### src/rtl/cmul_pkg.sv
package cmul_pkg;

  // Rounding applied when discarding low product bits; codes are fixed.
  typedef enum logic [2:0] {
    RND_FLOOR      = 3'd0,
    RND_CEIL       = 3'd1,
    RND_ZERO       = 3'd2,
    RND_NEAREST    = 3'd3,
    RND_ROUND      = 3'd4,
    RND_CONVERGENT = 3'd5
  } rnd_mode_e;

  // Real-multiplier structure of the complex product.
  typedef enum logic {
    ARCH_3MUL = 1'b0,
    ARCH_4MUL = 1'b1
  } mul_arch_e;

endpackage

### src/rtl/cmul_prod.sv
// Full-precision complex product: two register stages (products, sums).
module cmul_prod #(
  parameter int                  IN_W   = 16,
  parameter cmul_pkg::mul_arch_e ARCH   = cmul_pkg::ARCH_3MUL,
  localparam int                 FULL_W = 2*IN_W + 2
) (
  input  logic                     clk,
  input  logic                     rst_n,
  input  logic                     vld_i,
  input  logic signed [IN_W-1:0]   a_re,
  input  logic signed [IN_W-1:0]   a_im,
  input  logic signed [IN_W-1:0]   b_re,
  input  logic signed [IN_W-1:0]   b_im,
  output logic                     vld_o,
  output logic signed [FULL_W-1:0] re_o,
  output logic signed [FULL_W-1:0] im_o
);

  logic                     v2_d, v2_q, v3_d, v3_q;
  logic signed [FULL_W-1:0] re_d, im_d, re_q, im_q;

  always_comb begin
    v2_d = vld_i;
    v3_d = v2_q;
  end

  always_ff @(posedge clk or negedge rst_n) begin
    if (!rst_n) begin
      v2_q <= 1'b0;
      v3_q <= 1'b0;
    end else begin
      v2_q <= v2_d;
      v3_q <= v3_d;
    end
  end

  if (ARCH == cmul_pkg::ARCH_3MUL) begin : g_three
    localparam int SW = IN_W + 1;
    localparam int PW = 2*IN_W + 1;

    logic signed [SW-1:0] s_ab, d_dc, s_cd;
    logic signed [PW-1:0] k1_d, k2_d, k3_d, k1_q, k2_q, k3_q;

    // pre-adders and the three multipliers
    always_comb begin
      s_ab = SW'(a_re) + SW'(a_im);
      d_dc = SW'(b_im) - SW'(b_re);
      s_cd = SW'(b_re) + SW'(b_im);
      k1_d = PW'(b_re) * PW'(s_ab);
      k2_d = PW'(a_re) * PW'(d_dc);
      k3_d = PW'(a_im) * PW'(s_cd);
    end

    always_ff @(posedge clk or negedge rst_n) begin
      if (!rst_n) begin
        k1_q <= '0;
        k2_q <= '0;
        k3_q <= '0;
      end else if (vld_i) begin
        k1_q <= k1_d;
        k2_q <= k2_d;
        k3_q <= k3_d;
      end
    end

    // post-adders
    always_comb begin
      re_d = FULL_W'(k1_q) - FULL_W'(k3_q);
      im_d = FULL_W'(k1_q) + FULL_W'(k2_q);
    end

    // Cross-check of the three-product form against the textbook form.
    logic signed [FULL_W-1:0] ref_re, ref_im;
    always_comb begin
      ref_re = FULL_W'(a_re) * FULL_W'(b_re) - FULL_W'(a_im) * FULL_W'(b_im);
      ref_im = FULL_W'(a_re) * FULL_W'(b_im) + FULL_W'(a_im) * FULL_W'(b_re);
    end

    AST_ARCH_EQUIV: assert property (@(posedge clk) disable iff (!rst_n)
      vld_o |-> (re_o == $past(ref_re, 2)) && (im_o == $past(ref_im, 2)));

  end else begin : g_four
    localparam int PW = 2*IN_W;

    logic signed [PW-1:0] rr_d, ii_d, ri_d, ir_d, rr_q, ii_q, ri_q, ir_q;

    always_comb begin
      rr_d = PW'(a_re) * PW'(b_re);
      ii_d = PW'(a_im) * PW'(b_im);
      ri_d = PW'(a_re) * PW'(b_im);
      ir_d = PW'(a_im) * PW'(b_re);
    end

    always_ff @(posedge clk or negedge rst_n) begin
      if (!rst_n) begin
        rr_q <= '0;
        ii_q <= '0;
        ri_q <= '0;
        ir_q <= '0;
      end else if (vld_i) begin
        rr_q <= rr_d;
        ii_q <= ii_d;
        ri_q <= ri_d;
        ir_q <= ir_d;
      end
    end

    always_comb begin
      re_d = FULL_W'(rr_q) - FULL_W'(ii_q);
      im_d = FULL_W'(ri_q) + FULL_W'(ir_q);
    end
  end

  always_ff @(posedge clk or negedge rst_n) begin
    if (!rst_n) begin
      re_q <= '0;
      im_q <= '0;
    end else if (v2_q) begin
      re_q <= re_d;
      im_q <= im_d;
    end
  end

  assign vld_o = v3_q;
  assign re_o  = re_q;
  assign im_o  = im_q;

endmodule

### src/rtl/cmul_round_sat.sv
// Drops SHIFT low bits with the chosen rounding, clamps to OW, registers.
module cmul_round_sat #(
  parameter int                  IW    = 34,
  parameter int                  SHIFT = 15,
  parameter int                  OW    = 16,
  parameter cmul_pkg::rnd_mode_e RMODE = cmul_pkg::RND_FLOOR
) (
  input  logic                 clk,
  input  logic                 rst_n,
  input  logic                 en,
  input  logic signed [IW-1:0] x_i,
  output logic signed [OW-1:0] y_o
);

  localparam int QW = IW - SHIFT;
  localparam int RW = QW + 1;
  localparam logic [SHIFT-1:0] HALF = SHIFT'(1) << (SHIFT - 1);

  if (SHIFT < 1 || QW < 2) begin : g_bad_cfg
    $error("cmul_round_sat: SHIFT must be at least 1 and below IW-1");
  end

  logic signed [QW-1:0]  q;
  logic [SHIFT-1:0]      frac;
  logic                  neg, nz, gt_half, eq_half, inc;
  logic signed [RW-1:0]  r_d;
  logic signed [OW-1:0]  y_d, y_q;

  always_comb begin
    q       = x_i[IW-1:SHIFT];
    frac    = x_i[SHIFT-1:0];
    neg     = x_i[IW-1];
    nz      = |frac;
    gt_half = frac > HALF;
    eq_half = frac == HALF;
    unique case (RMODE)
      cmul_pkg::RND_CEIL:       inc = nz;
      cmul_pkg::RND_ZERO:       inc = neg & nz;
      cmul_pkg::RND_NEAREST:    inc = gt_half | eq_half;
      cmul_pkg::RND_ROUND:      inc = neg ? gt_half : (gt_half | eq_half);
      cmul_pkg::RND_CONVERGENT: inc = gt_half | (eq_half & q[0]);
      default:                  inc = 1'b0;
    endcase
    r_d = RW'(q) + {{(RW-1){1'b0}}, inc};
  end

  if (RW > OW) begin : g_clamp
    localparam logic signed [RW-1:0] MAXV = {{(RW-OW+1){1'b0}}, {(OW-1){1'b1}}};
    localparam logic signed [RW-1:0] MINV = {{(RW-OW+1){1'b1}}, {(OW-1){1'b0}}};

    always_comb begin
      if (r_d > MAXV)      y_d = MAXV[OW-1:0];
      else if (r_d < MINV) y_d = MINV[OW-1:0];
      else                 y_d = r_d[OW-1:0];
    end

    AST_SAT_HI: assert property (@(posedge clk) disable iff (!rst_n)
      (en && (r_d > MAXV)) |=> (y_q == MAXV[OW-1:0]));
    AST_SAT_LO: assert property (@(posedge clk) disable iff (!rst_n)
      (en && (r_d < MINV)) |=> (y_q == MINV[OW-1:0]));
  end else begin : g_extend
    always_comb y_d = OW'(r_d);
  end

  always_ff @(posedge clk or negedge rst_n) begin
    if (!rst_n)  y_q <= '0;
    else if (en) y_q <= y_d;
  end

  assign y_o = y_q;

  AST_EXACT_PASS: assert property (@(posedge clk) disable iff (!rst_n)
    (en && (frac == '0)) |-> (r_d == RW'(q)));
  AST_HOLD_IDLE: assert property (@(posedge clk) disable iff (!rst_n)
    !en |=> $stable(y_q));

endmodule

### src/rtl/cmul_top.sv
// Pipelined complex multiplier: operand stage, product (2 stages), rounding.
module cmul_top #(
  parameter int                  IN_W  = 16,
  parameter int                  OUT_W = 16,
  parameter int                  SHIFT = IN_W - 1,
  parameter cmul_pkg::mul_arch_e ARCH  = cmul_pkg::ARCH_3MUL,
  parameter cmul_pkg::rnd_mode_e RMODE = cmul_pkg::RND_FLOOR
) (
  input  logic                    clk,
  input  logic                    rst_n,
  input  logic                    in_vld,
  input  logic signed [IN_W-1:0]  a_re,
  input  logic signed [IN_W-1:0]  a_im,
  input  logic signed [IN_W-1:0]  b_re,
  input  logic signed [IN_W-1:0]  b_im,
  output logic                    out_vld,
  output logic signed [OUT_W-1:0] p_re,
  output logic signed [OUT_W-1:0] p_im
);

  localparam int FULL_W = 2*IN_W + 2;
  localparam int LAT    = 4;
  localparam int CW     = $clog2(LAT + 1);

  // reset: asynchronous assertion, synchronous release
  logic rs1_q, rs2_q, srst_n;
  always_ff @(posedge clk or negedge rst_n) begin
    if (!rst_n) begin
      rs1_q <= 1'b0;
      rs2_q <= 1'b0;
    end else begin
      rs1_q <= 1'b1;
      rs2_q <= rs1_q;
    end
  end
  assign srst_n = rs2_q;

  // stage 1: operand capture
  logic                   v1_d, v1_q;
  logic signed [IN_W-1:0] ar_q, ai_q, br_q, bi_q;

  always_comb v1_d = in_vld;

  always_ff @(posedge clk or negedge srst_n) begin
    if (!srst_n) begin
      v1_q <= 1'b0;
      ar_q <= '0;
      ai_q <= '0;
      br_q <= '0;
      bi_q <= '0;
    end else begin
      v1_q <= v1_d;
      if (in_vld) begin
        ar_q <= a_re;
        ai_q <= a_im;
        br_q <= b_re;
        bi_q <= b_im;
      end
    end
  end

  // stages 2-3: full-precision product
  logic                     v3;
  logic signed [FULL_W-1:0] re_full, im_full;

  cmul_prod #(
    .IN_W (IN_W),
    .ARCH (ARCH)
  ) u_prod (
    .clk   (clk),
    .rst_n (srst_n),
    .vld_i (v1_q),
    .a_re  (ar_q),
    .a_im  (ai_q),
    .b_re  (br_q),
    .b_im  (bi_q),
    .vld_o (v3),
    .re_o  (re_full),
    .im_o  (im_full)
  );

  // stage 4: rounding and clamping, one lane per component
  cmul_round_sat #(
    .IW    (FULL_W),
    .SHIFT (SHIFT),
    .OW    (OUT_W),
    .RMODE (RMODE)
  ) u_rnd_re (
    .clk   (clk),
    .rst_n (srst_n),
    .en    (v3),
    .x_i   (re_full),
    .y_o   (p_re)
  );

  cmul_round_sat #(
    .IW    (FULL_W),
    .SHIFT (SHIFT),
    .OW    (OUT_W),
    .RMODE (RMODE)
  ) u_rnd_im (
    .clk   (clk),
    .rst_n (srst_n),
    .en    (v3),
    .x_i   (im_full),
    .y_o   (p_im)
  );

  logic v4_d, v4_q;
  always_comb v4_d = v3;

  always_ff @(posedge clk or negedge srst_n) begin
    if (!srst_n) v4_q <= 1'b0;
    else         v4_q <= v4_d;
  end

  assign out_vld = v4_q;

  // cycles since reset release, saturating at LAT (for the latency check)
  logic [CW-1:0] cyc_d, cyc_q;
  always_comb cyc_d = (cyc_q == CW'(LAT)) ? cyc_q : cyc_q + CW'(1);

  always_ff @(posedge clk or negedge srst_n) begin
    if (!srst_n) cyc_q <= '0;
    else         cyc_q <= cyc_d;
  end

  AST_VLD_LATENCY: assert property (@(posedge clk) disable iff (!srst_n)
    (cyc_q == CW'(LAT)) |-> (out_vld == $past(in_vld, 4)));
  AST_RESET_QUIET: assert property (@(posedge clk)
    !srst_n |-> (!out_vld && (p_re == '0) && (p_im == '0)));

endmodule

### config.mk
export PLATFORM = sky130hd
export DESIGN_NAME = cmul_top
export DESIGN_NICKNAME = d
export VERILOG_FILES = /design/src/rtl/cmul_pkg.sv /design/src/rtl/cmul_prod.sv /design/src/rtl/cmul_round_sat.sv /design/src/rtl/cmul_top.sv
export SDC_FILE = /design/constraint.sdc
export NUM_CORES = 2
export LEC_CHECK = 0
export ABC_AREA = 1
export ABC_CLOCK_PERIOD_IN_PS = 10550
export BUFFER_PORTS_ARGS = -buffer_cell sky130_fd_sc_hd__buf_2
export CORE_MARGIN = 5
export CORE_UTILIZATION = 55
export CTS_CLUSTER_DIAMETER = 200
export DETAILED_ROUTE_END_ITERATION = 8
export PLACE_DENSITY = 0.67
export SYNTH_ARGS = -nofsm -noshare
export SYNTH_HDL_FRONTEND = slang
export SYNTH_HIERARCHICAL = 1
export SYNTH_SLANG_ARGS = --single-unit
export TNS_END_PERCENT = 50
### constraint.sdc
create_clock -name clk -period 10.55 [get_ports clk]
set_clock_uncertainty 0.05 [all_clocks]
set_input_delay 1.5825 -clock clk [delete_from_list [all_inputs] [get_ports clk]]
set_output_delay 1.5825 -clock clk [all_outputs]
set_load 0.02 [all_outputs]
==> flow_summary_export.csv <==
group,metric,value,unit
outcome,status,"finished, final reports clean",
final_layout,drive_above_1_share,5.09,%
critical_path,end_kind,"register",
global_routing,overflow,0,
clock_network,cts-buffers-inserted,34,
detailed_routing,drc,0,
worst_hold_path,hold_path.class,"reg -> reg",
timing,rsz0062_at_grt,"false",
final_layout,stdcell_area,50800,um^2
placed_design,place_hpwl,129000,um
logic_synthesis,avgSynthCellArea,7.54,um^2
floorplan,core_area,86800,um^2
floorplan,num_rows,108,
global_routing,grt_max_degree,128,
floorplan,start_util,55.3,%
critical_path,cp_data_required_time,10930,ps
floorplan,die_area,93300,um^2
global_routing,track_usage,32.7,%
timing,drv_slew,0,
floorplan,io-pin-count,100,
clock_network,hold_buffers,0,
final_layout,fill_cells,8308,
final_layout,final_cell_mix,"nand2_1, inv_1, fa_1",
clock_network,clockBufferDepth,3,
flow_run,drv_cap,0,
logic_synthesis,synthCells,6362,
timing,worstMarginPinSlew,1060,ps
clock_network,cts_root_buf,"clkbuf_16",
critical_path,criticalPathCategory,"reg -> reg",
timing,setup_violations,0,
timing,finalSetupTns,0,ps
final_layout,fin_nets,7662,
detailed_routing,drt-wirelength-per-cell,20.3,um
timing,maxSlewHeadroom,29.3,%
detailed_routing,num_vias,41100,
critical_path,cp-start-kind,"register",
detailed_routing,drtIter0Drc,3492,
detailed_routing,wirelength,154000,um
clock_network,insertion_delay,600,ps
floorplan,fp.dieW,305,um
final_layout,final_common_cell,"nand2_1",
critical_path,slowest_stage,"xor2_2",
global_routing,grt_pass1_wl,239000,um
detailed_routing,drtPass1Iterations,8,
placed_design,gp_congestion,1.01,
clock_network,cts_tree,"done",
placed_design,dpl_cell_area,49600,um^2
critical_path,cp_slowest_stage_delay,810,ps
clock_network,cts_setup_buffers,0,
detailed_routing,ant_nets,0,
clock_network,path_clk_slew,60,ps
clock_network,post_cts_resized,0,
critical_path,reg2reg_slack,1790,ps
final_layout,syn2layout_area_growth,5.80,%
detailed_routing,viasPerCell,5.42,
timing,finalCritPeriodShare,83.0,%
timing,min_period,8760,ps
logic_synthesis,syn_area,48000,um^2
critical_path,cp.arrival,9130,ps
logic_synthesis,ys_warn_count,6,
critical_path,critPathMaxFanout,12,
clock_network,cts.sinks,239,
critical_path,path_common_cell,"nand2_1",
placed_design,numPortBuffers,99,
logic_synthesis,synth_nets,7628,
global_routing,grt_pass1_vias,41500,
timing,finalHoldViolations,0,
clock_network,htreeDepth,2,
floorplan,die_h,305,um
timing,fmax,114,MHz
global_routing,antenna_found_initial,1,
-- worst paths after layout --
check                                          from                                  end  cells past startpoint
worst min-delay path                rs1_q$_DFF_PN0_                      rs2_q$_DFF_PN0_                      0
worst max-delay path            br_q[2]$_DFFE_PN0P_  u_prod/g_three.k3_q[20]$_DFFE_PN0P_                     32
worst max register to register  br_q[2]$_DFFE_PN0P_  u_prod/g_three.k3_q[20]$_DFFE_PN0P_                     32
worst min register to register      rs1_q$_DFF_PN0_                      rs2_q$_DFF_PN0_                      0
max in group asynchronous           rs2_q$_DFF_PN0_                u_prod/v2_q$_DFF_PN0_                      2
min in group asynchronous           rs2_q$_DFF_PN0_                  ar_q[6]$_DFFE_PN0P_                      0
-- metal layers --
metal	up-vias	global-route usage (%)	part of all wire (%)
met1	20000	45.3	42
met5	-	0	0
met4	0	12.6	4.9
met3	321	6.54	8.3
li1	19000	-	-
met2	1709	51.5	45
-- metrics by stage --
step	utilization, %	hold WS, ps	setup WS (ps)	cells
5_1_grt	58.5	330	1340	7576
2_1_floorplan	-	281	3350	6362
6_report	58.5	300	1790	7577
3_5_place_dp	57.1	288	1830	7515
4_1_cts	58.5	302	1850	7576
3_3_place_gp	57.1	284	1830	7515
-- cell type report --
| type | instances | area (um^2) | area share (%) |
|---|---|---|---|
| Clock buffer | 37 | 872 | 1.72 |
| Antenna cell | 1 | 2.50 | 0.00493 |
| Timing Repair Buffer | 139 | 808 | 1.59 |
| Tap cell | 1155 | 1450 | 2.85 |
| Clock inverter | 24 | 348 | 0.685 |
| Sequential cell | 239 | 5990 | 11.8 |
| Multi-Input combinational cell | 4566 | 36000 | 70.9 |
| Inverter | 1416 | 5320 | 10.5 |
-- critical path: cells and delay by family (launching register included) --
kind | cells | cell delay [ps]
compound gates | 2 | 260
xor+xnor | 1 | 810
fa+ha+maj | 8 | 4080
buf+inv | 6 | 880
flops | 1 | 650
simple gates | 15 | 1850
-- state kept, by name, indices dropped and copies added, names as in the netlist, 16 cells and up --
| name | flops |
|---|---|
| u_prod/im_o | 19 |
| br_q | 16 |
| u_prod/g_three.k3_q | 33 |
| u_prod/g_three.k1_q | 33 |
| ai_q | 16 |
| u_prod/re_o | 19 |
| ar_q | 16 |
| u_prod/g_three.k2_q | 33 |
| bi_q | 16 |
| u_rnd_re/y_o | 16 |
| u_rnd_im/y_o | 16 |
Power is left out: the tool's default activity adds up to more than one toggle a clock period on the data nets, which glitch-free logic cannot reach.
